## src/rtl/dte_link_pkg.sv

```systemverilog
package dte_link_pkg;

    typedef enum logic [3:0] {
        ST_IDLE         = 4'd0,
        ST_WAIT_DSR     = 4'd1,
        ST_WAIT_CD      = 4'd2,
        ST_WAIT_RI      = 4'd3,
        ST_CONNECTED    = 4'd4,
        ST_WAIT_CTS     = 4'd5,
        ST_SENDING      = 4'd6,
        ST_WAIT_CTS_LOW = 4'd7,
        ST_WAIT_DROP    = 4'd8
    } link_st_e;

    // Registered sequencer state; outputs are registered alongside it.
    typedef struct packed {
        link_st_e st;
        logic     ded;       // session runs on a dedicated line
        logic     teardown;  // cts-low wait leads to disconnect
        logic     dtr;
        logic     rts;
        logic     allow;
        logic     err;
    } link_reg_t;

    function automatic logic is_wait(link_st_e s);
        return (s == ST_WAIT_DSR) || (s == ST_WAIT_CD) || (s == ST_WAIT_RI) ||
               (s == ST_WAIT_CTS) || (s == ST_WAIT_CTS_LOW) || (s == ST_WAIT_DROP);
    endfunction

endpackage

```

## src/rtl/dte_link_sync.sv

```systemverilog
module dte_link_sync #(
    parameter int unsigned WIDTH  = 4,
    parameter int unsigned STAGES = 2
) (
    input  logic             clk_i,
    input  logic             rst_ni,
    input  logic [WIDTH-1:0] async_i,
    output logic [WIDTH-1:0] sync_o
);

    logic [WIDTH-1:0] pipe_q [STAGES];

    for (genvar g = 0; g < STAGES; g++) begin : g_stage
        if (g == 0) begin : g_first
            always_ff @(posedge clk_i or negedge rst_ni) begin
                if (!rst_ni) pipe_q[g] <= '0;
                else         pipe_q[g] <= async_i;
            end
        end else begin : g_next
            always_ff @(posedge clk_i or negedge rst_ni) begin
                if (!rst_ni) pipe_q[g] <= '0;
                else         pipe_q[g] <= pipe_q[g-1];
            end
        end
    end

    assign sync_o = pipe_q[STAGES-1];

endmodule

```

## src/rtl/dte_link_tmr.sv

```systemverilog
module dte_link_tmr #(
    parameter int unsigned CNT_W = 16
) (
    input  logic             clk_i,
    input  logic             rst_ni,
    input  logic [CNT_W-1:0] limit_i,
    input  logic             clr_i,    // sequencer changes state this cycle
    input  logic             run_i,    // next state is a wait state
    output logic             expire_o
);

    localparam logic [CNT_W-1:0] CNT_MAX = '1;

    logic [CNT_W-1:0] cnt_d, cnt_q;

    always_comb begin
        if (clr_i || !run_i)      cnt_d = '0;
        else if (cnt_q != CNT_MAX) cnt_d = cnt_q + 1'b1;
        else                      cnt_d = cnt_q;
    end

    always_ff @(posedge clk_i or negedge rst_ni) begin
        if (!rst_ni) cnt_q <= '0;
        else         cnt_q <= cnt_d;
    end

    // cnt_q holds the cycles already spent in the current wait state.
    assign expire_o = (limit_i != '0) && (cnt_q >= limit_i - 1'b1);

endmodule

```

## src/rtl/dte_link_fsm.sv

```systemverilog
module dte_link_fsm
    import dte_link_pkg::*;
(
    input  logic clk_i,
    input  logic rst_ni,
    input  logic dsr_i,
    input  logic cts_i,
    input  logic cd_i,
    input  logic ri_i,
    input  logic call_req_i,
    input  logic answer_req_i,
    input  logic dedicated_i,
    input  logic tx_pending_i,
    input  logic tx_busy_i,
    input  logic expire_i,
    output logic chg_o,
    output logic run_o,
    output logic dtr_o,
    output logic rts_o,
    output logic allow_o,
    output logic err_o,
    output logic ded_o
);

    link_reg_t cur_q, nxt_d;

    logic sess_on, link_ok, quit, end_req;

    always_comb begin
        sess_on = call_req_i || answer_req_i;
        link_ok = dsr_i && (cur_q.ded || cd_i);
        quit    = !sess_on || !link_ok;
        end_req = quit || !tx_pending_i;

        nxt_d     = cur_q;
        nxt_d.err = 1'b0;

        unique case (cur_q.st)
            ST_IDLE: begin
                nxt_d.teardown = 1'b0;
                if (call_req_i) begin
                    nxt_d.ded = dedicated_i;
                    nxt_d.st  = ST_WAIT_DSR;
                end else if (answer_req_i) begin
                    nxt_d.ded = 1'b0;
                    nxt_d.st  = ST_WAIT_RI;
                end
            end
            ST_WAIT_RI: begin
                if (!answer_req_i) nxt_d.st = ST_IDLE;
                else if (ri_i)     nxt_d.st = ST_WAIT_DSR;
            end
            ST_WAIT_DSR: begin
                if (!sess_on)   nxt_d.st = ST_WAIT_DROP;
                else if (dsr_i) nxt_d.st = cur_q.ded ? ST_CONNECTED : ST_WAIT_CD;
            end
            ST_WAIT_CD: begin
                if (!sess_on)  nxt_d.st = ST_WAIT_DROP;
                else if (cd_i) nxt_d.st = ST_CONNECTED;
            end
            ST_CONNECTED: begin
                if (quit) begin
                    nxt_d.teardown = 1'b1;
                    nxt_d.st       = ST_WAIT_CTS_LOW;
                end else if (tx_pending_i) begin
                    nxt_d.st = ST_WAIT_CTS;
                end
            end
            ST_WAIT_CTS: begin
                if (end_req && !tx_busy_i) begin
                    nxt_d.teardown = quit;
                    nxt_d.st       = ST_WAIT_CTS_LOW;
                end else if (cts_i && !end_req) begin
                    nxt_d.st = ST_SENDING;
                end
            end
            ST_SENDING: begin
                if (end_req && !tx_busy_i) begin
                    nxt_d.teardown = quit;
                    nxt_d.st       = ST_WAIT_CTS_LOW;
                end else if (!cts_i) begin
                    nxt_d.st = ST_WAIT_CTS;
                end
            end
            ST_WAIT_CTS_LOW: begin
                if (!cts_i) nxt_d.st = cur_q.teardown ? ST_WAIT_DROP : ST_CONNECTED;
            end
            ST_WAIT_DROP: begin
                if (cur_q.ded || (!cd_i && !dsr_i)) nxt_d.st = ST_IDLE;
            end
            default: nxt_d.st = ST_IDLE;
        endcase

        // A wait that made no progress in its last allowed cycle ends the session.
        if (is_wait(cur_q.st) && expire_i && (nxt_d.st == cur_q.st)) begin
            nxt_d.st  = ST_IDLE;
            nxt_d.err = 1'b1;
        end

        nxt_d.dtr   = (nxt_d.st != ST_IDLE) && (nxt_d.st != ST_WAIT_RI) && !nxt_d.ded;
        nxt_d.rts   = (nxt_d.st == ST_WAIT_CTS) || (nxt_d.st == ST_SENDING);
        nxt_d.allow = (nxt_d.st == ST_SENDING) && !quit;

        chg_o = (nxt_d.st != cur_q.st);
        run_o = is_wait(nxt_d.st);
    end

    always_ff @(posedge clk_i or negedge rst_ni) begin
        if (!rst_ni) cur_q <= '0;
        else         cur_q <= nxt_d;
    end

    assign dtr_o   = cur_q.dtr;
    assign rts_o   = cur_q.rts;
    assign allow_o = cur_q.allow;
    assign err_o   = cur_q.err;
    assign ded_o   = cur_q.ded;

endmodule

```

## src/rtl/dte_link_seq.sv

```systemverilog
module dte_link_seq #(
    parameter int unsigned TMO_W       = 16,
    parameter int unsigned SYNC_STAGES = 2
) (
    input  logic             clk_i,
    input  logic             rst_ni,
    input  logic             modem_dsr_i,
    input  logic             modem_cts_i,
    input  logic             modem_cd_i,
    input  logic             modem_ri_i,
    input  logic             call_req_i,
    input  logic             answer_req_i,
    input  logic             dedicated_i,
    input  logic             tx_pending_i,
    input  logic             tx_busy_i,
    input  logic [TMO_W-1:0] timeout_i,
    output logic             dtr_o,
    output logic             rts_o,
    output logic             tx_allowed_o,
    output logic             timeout_err_o
);

    localparam int unsigned N_MODEM = 4;

    logic [N_MODEM-1:0] modem_raw, modem_s;
    logic dsr_s, cts_s, cd_s, ri_s;
    logic st_chg, tmr_run, tmr_expire, ded_q;

    assign modem_raw = {modem_ri_i, modem_cd_i, modem_cts_i, modem_dsr_i};
    assign dsr_s = modem_s[0];
    assign cts_s = modem_s[1];
    assign cd_s  = modem_s[2];
    assign ri_s  = modem_s[3];

    dte_link_sync #(
        .WIDTH  (N_MODEM),
        .STAGES (SYNC_STAGES)
    ) u_sync (
        .clk_i   (clk_i),
        .rst_ni  (rst_ni),
        .async_i (modem_raw),
        .sync_o  (modem_s)
    );

    dte_link_tmr #(
        .CNT_W (TMO_W)
    ) u_tmr (
        .clk_i    (clk_i),
        .rst_ni   (rst_ni),
        .limit_i  (timeout_i),
        .clr_i    (st_chg),
        .run_i    (tmr_run),
        .expire_o (tmr_expire)
    );

    dte_link_fsm u_fsm (
        .clk_i        (clk_i),
        .rst_ni       (rst_ni),
        .dsr_i        (dsr_s),
        .cts_i        (cts_s),
        .cd_i         (cd_s),
        .ri_i         (ri_s),
        .call_req_i   (call_req_i),
        .answer_req_i (answer_req_i),
        .dedicated_i  (dedicated_i),
        .tx_pending_i (tx_pending_i),
        .tx_busy_i    (tx_busy_i),
        .expire_i     (tmr_expire),
        .chg_o        (st_chg),
        .run_o        (tmr_run),
        .dtr_o        (dtr_o),
        .rts_o        (rts_o),
        .allow_o      (tx_allowed_o),
        .err_o        (timeout_err_o),
        .ded_o        (ded_q)
    );

endmodule

```

## config.mk

```make
export PLATFORM = sky130hd
export DESIGN_NAME = dte_link_seq
export DESIGN_NICKNAME = d
export VERILOG_FILES = /design/src/rtl/dte_link_pkg.sv /design/src/rtl/dte_link_sync.sv /design/src/rtl/dte_link_tmr.sv /design/src/rtl/dte_link_fsm.sv /design/src/rtl/dte_link_seq.sv
export SDC_FILE = /design/constraint.sdc
export NUM_CORES = 1
export LEC_CHECK = 0
export BUFFER_PORTS_ARGS = -buffer_cell sky130_fd_sc_hd__clkbuf_2
export CORE_MARGIN = 8
export CORE_UTILIZATION = 49
export CTS_BUF_LIST = sky130_fd_sc_hd__clkbuf_8
export DETAILED_ROUTE_END_ITERATION = 8
export PLACE_DENSITY = 0.74
export REMOVE_ABC_BUFFERS = 1
export SYNTH_ARGS = -nofsm -noshare
export SYNTH_HDL_FRONTEND = slang
export SYNTH_SLANG_ARGS = --single-unit
```

## constraint.sdc

```tcl
create_clock -name clk_i -period 3.3 [get_ports clk_i]
set_input_delay 0.33 -clock clk_i [delete_from_list [all_inputs] [get_ports clk_i]]
set_output_delay 0.33 -clock clk_i [all_outputs]
set_load 0.02 [all_outputs]
```

==> flow_metrics.env, run 1 <==
export IMPL_run_status="finished clean"
export IMPL_postLayoutSetupSlackWorst_ns=0.402
export IMPL_netlist_cell_type_count=68
export IMPL_proportion_of_layout_cells_with_a_drive_suffix_above_1_pct=23.5
export IMPL_postRouteWirelength_um=5490
export IMPL_drv_slew=0
export IMPL_path_buf_inv=2
export IMPL_peakVddDrop_v=0.000475
export IMPL_via_count_of_the_routed_design=2084
export IMPL_ys_ff_latch=34
export IMPL_worst_skew_pair_late_latency_ns=0.29
export IMPL_place_ws_ns=0.117
export IMPL_min_path_type="primary input to asynchronous set/reset pin"
export IMPL_finalCoreUtilization_pct=56.7
export IMPL_route_detailed_wl_per_inst_um=14.7
export IMPL_drv_max_cap_violation_count=0
export IMPL_clkPwrFrac_pct=19.8
export IMPL_worst_setup_path_class="primary input to flop"
export IMPL_p_total_mw=1.93
export IMPL_post_cts_resized=0
export IMPL_synthMostInstantiatedCell="dfrtp_1"
export IMPL_synth_top_cells_by_area="dfrtp_1, ha_1, xnor2_1, nor3_2, xor2_1"
export IMPL_min_period_over_period_pct=87.8
export IMPL_synth_yosys_seq_area_share_pct=32.4
export IMPL_worst_margin_pin_slew_ns=0.845
export IMPL_grt_overflow=0
export IMPL_post_drt_via_cell_ratio=5.60
export IMPL_cts_hold_buffers=0
export IMPL_insertedDiodeCount=0
export IMPL_worst_endpoint_arrival_ns=3.03
export IMPL_yosys_area_top_type="dfrtp_1"
export IMPL_port_buffers=30
export IMPL_cp_start_kind="primary input"
export IMPL_slowest_delay_ns=0.58
export IMPL_power_per_cell_area_nw_per_um2=664
export IMPL_final_nets=346
export IMPL_critical_path_top_delay_family="simple AND/OR/NAND/NOR gates"
export IMPL_grt_total_usage_pct=14.9
export IMPL_post_synth_top_area_fraction_pct=32.4
export IMPL_skew_ns=0.0134
export IMPL_cts_root_buffer_cell="clkbuf_8"
export IMPL_syn_cell_area_um2=2620
export IMPL_number_of_levels_the_h_tree_was_split_into=2
export IMPL_clock_sinks=34
export IMPL_final_min_clock_period_ns=2.90
export IMPL_leakagePower_nw=1.18
export IMPL_dieArea_um2=7950
export IMPL_die_h_um=89.2
export IMPL_power_sequential_fraction_pct=32.5
export IMPL_cp_common_cell="a21oi_1"
export IMPL_grt_start_max_net_pins=35
export IMPL_critical_path_peak_fanout=8
export IMPL_relSlewSlack_pct=43.7
export IMPL_critPathSlowestCell="or4_1"
export IMPL_cts_reportedPaths_clkPinSlew_ns=0.08
export IMPL_fp_dieW_um=89.2
export IMPL_floorplan_rows=26
export IMPL_first_global_vias=1974
export IMPL_hold_viol=0
export IMPL_power_internal_mw=1.07
export IMPL_postSynth_asyncResetShare_pct=100
export IMPL_floorplan_initialDensity_pct=51.0
export IMPL_postCtsSetupRepairBufs=0
export IMPL_tritoncts_num_buffers=5
export IMPL_syn2layout_area_growth_pct=11.1
export IMPL_core_area_um2=5140
export IMPL_detail_route_first_pass_iterations=4
export IMPL_maxClockFrequency_mhz=345
export IMPL_crit_path_cell_trace="clkbuf_2 > or4_1 > nor2_1 > nand2_1 > nor4_1 > xnor2_1 > ha_1 > a21oi_1 > o21ai_0 > a21oi_1 > a21o_1 > o21ai_2 > buf_4 > nor3_1"
export IMPL_cts_max_path_buffers=2
export IMPL_ys_warn_count=0
export IMPL_grt_pass1_wl_um=9320
export IMPL_design_portCount=31
export IMPL_postRouteAntennaNets=0
export IMPL_timing_setup_tns_ns=0
export IMPL_postSynth_topFlopCell="dfrtp_1"
export IMPL_dp_hpwl_um=4190
export IMPL_detail_route_iter0_violations=123
export IMPL_cts_tree="built"
export IMPL_post_synth_most_frequent_cells="dfrtp_1, nand2_1, xnor2_1"
export IMPL_synth_edf_count=0
export IMPL_finalWeightedCongestion=0.857
export IMPL_grt_antenna_before_repair=0
export IMPL_drc_errors=0
export IMPL_swShare_pct=44.6
export IMPL_combinationalPowerShare_pct=47.7
export IMPL_report_final_setup_viol=0
export IMPL_postSynthCellCount=271
export IMPL_worstPathRequired_ns=3.43
export IMPL_end_kind="flop"
export IMPL_grt_setup_unrepaired="no"
export IMPL_netSwitchingPower_mw=0.861
export IMPL_synthesis_area_per_instance_um2=9.68
worst paths after layout:
kind / endpoint / slack (ns) / start / cells past startpoint
max in group asynchronous: u_tmr.cnt_q[6] / 2.65 / rst_ni / 1
min reg2reg: u_sync.sync_o[1] / 0.35 / u_sync.pipe_q[5] / 0
max: u_tmr.cnt_q[0] / 0.40 / timeout_i[5] / 14
min: u_fsm.err_o / 0.13 / rst_ni / 1
max reg2reg: u_fsm.dtr_o / 0.66 / u_fsm.cur_q[7] / 6
min in group clk_i: u_sync.pipe_q[6] / 0.14 / modem_cd_i / 1
placed cells by master, fill, tap and decap left out, types with 3 or more instances in the layout:
cell type / instances
dfrtp_1: 34
clkbuf_2: 30
nand2_1: 21
xnor2_1: 19
ha_1: 18
nor2_1: 16
nor3_1: 14
a21oi_1: 14
nor3_2: 12
xor2_1: 11
nand3_1: 7
o21ai_0: 6
nand4_1: 6
inv_1: 5
o211ai_1: 5
clkbuf_8: 5
and2_1: 3
nor4_1: 3
nand2b_1: 3
a211oi_1: 3
a31oi_1: 3
and3_1: 3
flip-flops by register name, summed over array words and instances, names as in the netlist:
name	flops
u_sync.sync_o	4
u_fsm.ded_o	1
u_sync.pipe_q	4
u_fsm.cur_q	5
u_fsm.allow_o	1
u_fsm.rts_o	1
u_fsm.dtr_o	1
u_tmr.cnt_q	16
u_fsm.err_o	1
kinds of logic after synthesis:
group	after synthesis	share of synthesized area (%)
fa+ha+maj	18	8.59
buf+inv	15	3.77
flops	34	32.4
simple gates	110	25.6
xor+xnor	31	11.1
compound gates	60	17.4
mux	3	1.19
stage by stage:
step           hold WS (ns)  area [um2]  instances
3_3_place_gp          0.332        2800        364
3_5_place_dp          0.335        2800        364
6_report              0.126        2910        372
2_1_floorplan        0.0344        2550        262
5_1_grt               0.130        2910        372
4_1_cts               0.138        2910        372
layout make-up:
class	instances	area (um2)
clock buffer	5	68.8
clock inverter	3	45.0
fill	477	2230
inverter	6	22.5
multi-input combinational	222	1670
sequential	34	851
tap	70	87.6
timing repair buffer	32	165
per-layer routing:
metal	track usage (%)	vias up	share of wire, %
met5	0	-	0
met4	4.98	0	1.3
met3	2.76	6	4.3
met2	21.8	35	42
met1	21.2	964	52
li1	-	1079	-
worst register-to-register path, delay by kind of cell (launching register included):
kind	cells	cell delay, ns
and+or+nand+nor	1	0.10
xor gates and xnor gates	2	0.80
DFF	1	0.90
AOI/OAI and AO/OA	3	0.78
power groups by stage:
| stage | clock, mW | combinational [mW] | sequential (mW) |
|---|---|---|---|
| 4_1_cts | 0.385 | 0.924 | 0.626 |
| 3_5_place_dp | 0 | 0.914 | 0.634 |
| 2_1_floorplan | 0 | 0.684 | 0.608 |
| 3_3_place_gp | 0 | 0.899 | 0.633 |
| 5_1_grt | 0.409 | 1.01 | 0.645 |
| 6_report | 0.382 | 0.922 | 0.628 |
(Power assumes the default switching activity.)
==> run 2: changes to the inputs <==
--- a/config.mk
+++ b/config.mk
@@ -10,7 +10,7 @@
 export CORE_UTILIZATION = 49
 export CTS_BUF_LIST = sky130_fd_sc_hd__clkbuf_8
 export DETAILED_ROUTE_END_ITERATION = 8
-export PLACE_DENSITY = 0.74
+export PLACE_DENSITY = 0.77
 export REMOVE_ABC_BUFFERS = 1
 export SYNTH_ARGS = -nofsm -noshare
 export SYNTH_HDL_FRONTEND = slang
==> constraint.sdc (replaced) <==
create_clock -name clk_i -period 2.3 [get_ports clk_i]
set_input_delay 0.23 -clock clk_i [delete_from_list [all_inputs] [get_ports clk_i]]
set_output_delay 0.23 -clock clk_i [all_outputs]
set_load 0.02 [all_outputs]
==> run 2 against run 1 <==
  * The run now ends with negative setup slack left
  * Sequential share of layout area decreased by 4.5 points
  * Design area increased by 18%
  * Global-route usage increased by 2.3 points
  * First-iteration DRC count decreased by 15%
  * Sequential power increased by 27%
  * Total power increased by 65%
  * Largest cell class unchanged
==> flow_metrics.env, run 2 (same netlist as run 1, synthesis figures left out) <==
export IMPL_min_period_over_period_pct=114
export IMPL_largest_reg_flops=16
export IMPL_tritoncts_num_buffers=5
export IMPL_min_path_type="primary input to asynchronous set/reset pin"
export IMPL_drv_max_cap_violation_count=0
export IMPL_grt_setup_unrepaired="yes"
export IMPL_cts_root_buffer_cell="clkbuf_8"
export IMPL_peakVddDrop_v=0.000657
export IMPL_leakagePower_nw=1.45
export IMPL_critical_path_peak_fanout=3
export IMPL_maxClockFrequency_mhz=383
export IMPL_mostFrequentLayoutCell="buf_4"
export IMPL_route_detailed_wl_per_inst_um=15.7
export IMPL_post_drt_via_cell_ratio=5.69
export IMPL_floorplan_rows=26
export IMPL_syn2layout_area_growth_pct=31.4
export IMPL_run_status="complete, but fails checks"
export IMPL_slowest_delay_ns=0.52
export IMPL_cts_tree="built"
export IMPL_dp_hpwl_um=4810
export IMPL_cp_common_cell="ha_1"
export IMPL_final_nets=384
export IMPL_place_inst=399
export IMPL_mostFrequentLayoutCells="buf_4, dfrtp_1, clkbuf_2"
export IMPL_worst_endpoint_arrival_ns=2.79
export IMPL_rrSetupSlack_ns=-0.07
export IMPL_worstPathRequired_ns=2.47
export IMPL_reg2reg_from="u_tmr.cnt_q[0]"
export IMPL_power_internal_mw=1.78
export IMPL_detail_route_first_pass_iterations=4
export IMPL_design_portCount=31
export IMPL_combinationalPowerShare_pct=57.9
export IMPL_finalWeightedCongestion=0.861
export IMPL_worst_skew_pair_late_latency_ns=0.29
export IMPL_die_h_um=89.2
export IMPL_grt_overflow=0
export IMPL_swShare_pct=44.1
export IMPL_number_of_levels_the_h_tree_was_split_into=2
export IMPL_r2r_end="u_tmr.cnt_q[2]"
export IMPL_grt_pass1_wl_um=10800
export IMPL_grt_start_max_net_pins=35
export IMPL_skew_ns=0.00376
export IMPL_regMostFlops="u_tmr.cnt_q"
export IMPL_clkPwrFrac_pct=17.1
export IMPL_clock_sinks=34
export IMPL_end_kind="flop"
export IMPL_failed_checks="negative setup slack"
export IMPL_timing_setup_tns_ns=-5.63
export IMPL_postLayoutSetupSlackWorst_ns=-0.314
export IMPL_dieArea_um2=7950
export IMPL_port_buffers=30
export IMPL_floorplan_initialDensity_pct=51.0
export IMPL_grt_antenna_before_repair=0
export IMPL_biggest_regs="u_tmr.cnt_q x16, u_fsm.cur_q x5"
export IMPL_via_count_of_the_routed_design=2334
export IMPL_worst_margin_pin_slew_ns=0.819
export IMPL_final_instance_count_excl_fill=410
export IMPL_hold_slack_ns=0.0276
export IMPL_cts_max_path_buffers=2
export IMPL_power_sequential_fraction_pct=25.0
export IMPL_power_per_cell_area_nw_per_um2=924
export IMPL_cts_hold_buffers=0
export IMPL_reg2reg_depth=10
export IMPL_grt_total_usage_pct=17.2
export IMPL_drv_slew=0
export IMPL_place_ws_ns=-0.769
export IMPL_core_area_um2=5140
export IMPL_finalCoreUtilization_pct=67.1
export IMPL_hold_viol=0
export IMPL_postRouteWirelength_um=6460
export IMPL_final_min_clock_period_ns=2.61
export IMPL_crit_path_cell_trace="clkbuf_2 > inv_1 > ha_1 > or4b_4 > nor3_4 > xnor2_1 > ha_1 > nand2_2 > o211ai_1 > a21oi_2 > a21o_1 > or2_4 > o221a_1"
export IMPL_netSwitchingPower_mw=1.41
export IMPL_relSlewSlack_pct=45.4
export IMPL_drc_errors=0
export IMPL_report_final_setup_viol=23
export IMPL_first_global_vias=2365
export IMPL_postRouteAntennaNets=0
export IMPL_cts_reportedPaths_clkPinSlew_ns=0.07
export IMPL_critPathSlowestCell="or4b_4"
export IMPL_fill_cell_instance_count_of_the_final_layout=416
export IMPL_cp_start_kind="primary input"
export IMPL_insertedDiodeCount=0
export IMPL_fp_dieW_um=89.2
export IMPL_proportion_of_layout_cells_with_a_drive_suffix_above_1_pct=40.9
export IMPL_worst_setup_path_class="primary input to flop"
export IMPL_detail_route_iter0_violations=105
[run 2: worst max-delay path: cells and delay by family]
family	cells	cell delay (ns)
and+or+nand+nor	4	1.02
xor gates and xnor gates	1	0.10
buffers and inverters	2	0.17
adders and majority gates	2	0.52
AOI/OAI and AO/OA	4	0.75
[run 2: per-layer routing]
metal  routed length, um  vias up  GRT usage [%]
met4                 184        0           7.10
li1                    -     1153              -
met1                2940     1115           22.0
met2                3110       49           28.4
met5                   0        -              0
met3                 223       17           2.21
[run 2: stage by stage]
stage / cell area (um2) / power, mW
after floorplan: 2550 / 1.85
after global placement: 3060 / 2.37
after detailed placement: 3060 / 2.42
after CTS: 3280 / 3.01
after global routing: 3450 / 3.40
final: 3450 / 3.18
[run 2: how the worst max path moves through the flow]
stage / end / slack [ns] / cells past startpoint / from
6_report: u_fsm.dtr_o / -0.31 / 13 / timeout_i[0]
5_1_grt: u_fsm.dtr_o / -0.43 / 13 / timeout_i[0]
4_1_cts: u_tmr.cnt_q[1] / -0.28 / 14 / timeout_i[8]
3_5_place_dp: u_fsm.dtr_o / -0.77 / 13 / timeout_i[5]
3_3_place_gp: u_fsm.dtr_o / -0.64 / 13 / timeout_i[5]
2_1_floorplan: u_tmr.cnt_q[14] / -0.69 / 12 / timeout_i[5]
[run 2: cell type report]
type	instances	area (um2)	area share, %
well taps	70	87.6	2.54
clock buffers	5	68.8	2.00
multi-input cells	222	1900	55.1
clock inverters	3	45.0	1.31
repair buffers	70	472	13.7
flip-flops and latches	34	851	24.7
inverters	6	22.5	0.653
[run 2: timing repair]
action	4_1_cts	5_1_grt
setup buffers	2	1
cloned	0	0
gates resized for setup	21	30
setup endpoints to repair	23	23
pin swaps	16	29
[run 2: power groups by stage]
stage | clock [mW] | sequential [mW] | combinational [mW]
final | 0.546 | 0.795 | 1.84
after global routing | 0.576 | 0.806 | 2.02
after CTS | 0.557 | 0.789 | 1.66
after detailed placement | 0 | 0.800 | 1.62
after global placement | 0 | 0.802 | 1.57
after floorplan | 0 | 0.873 | 0.982
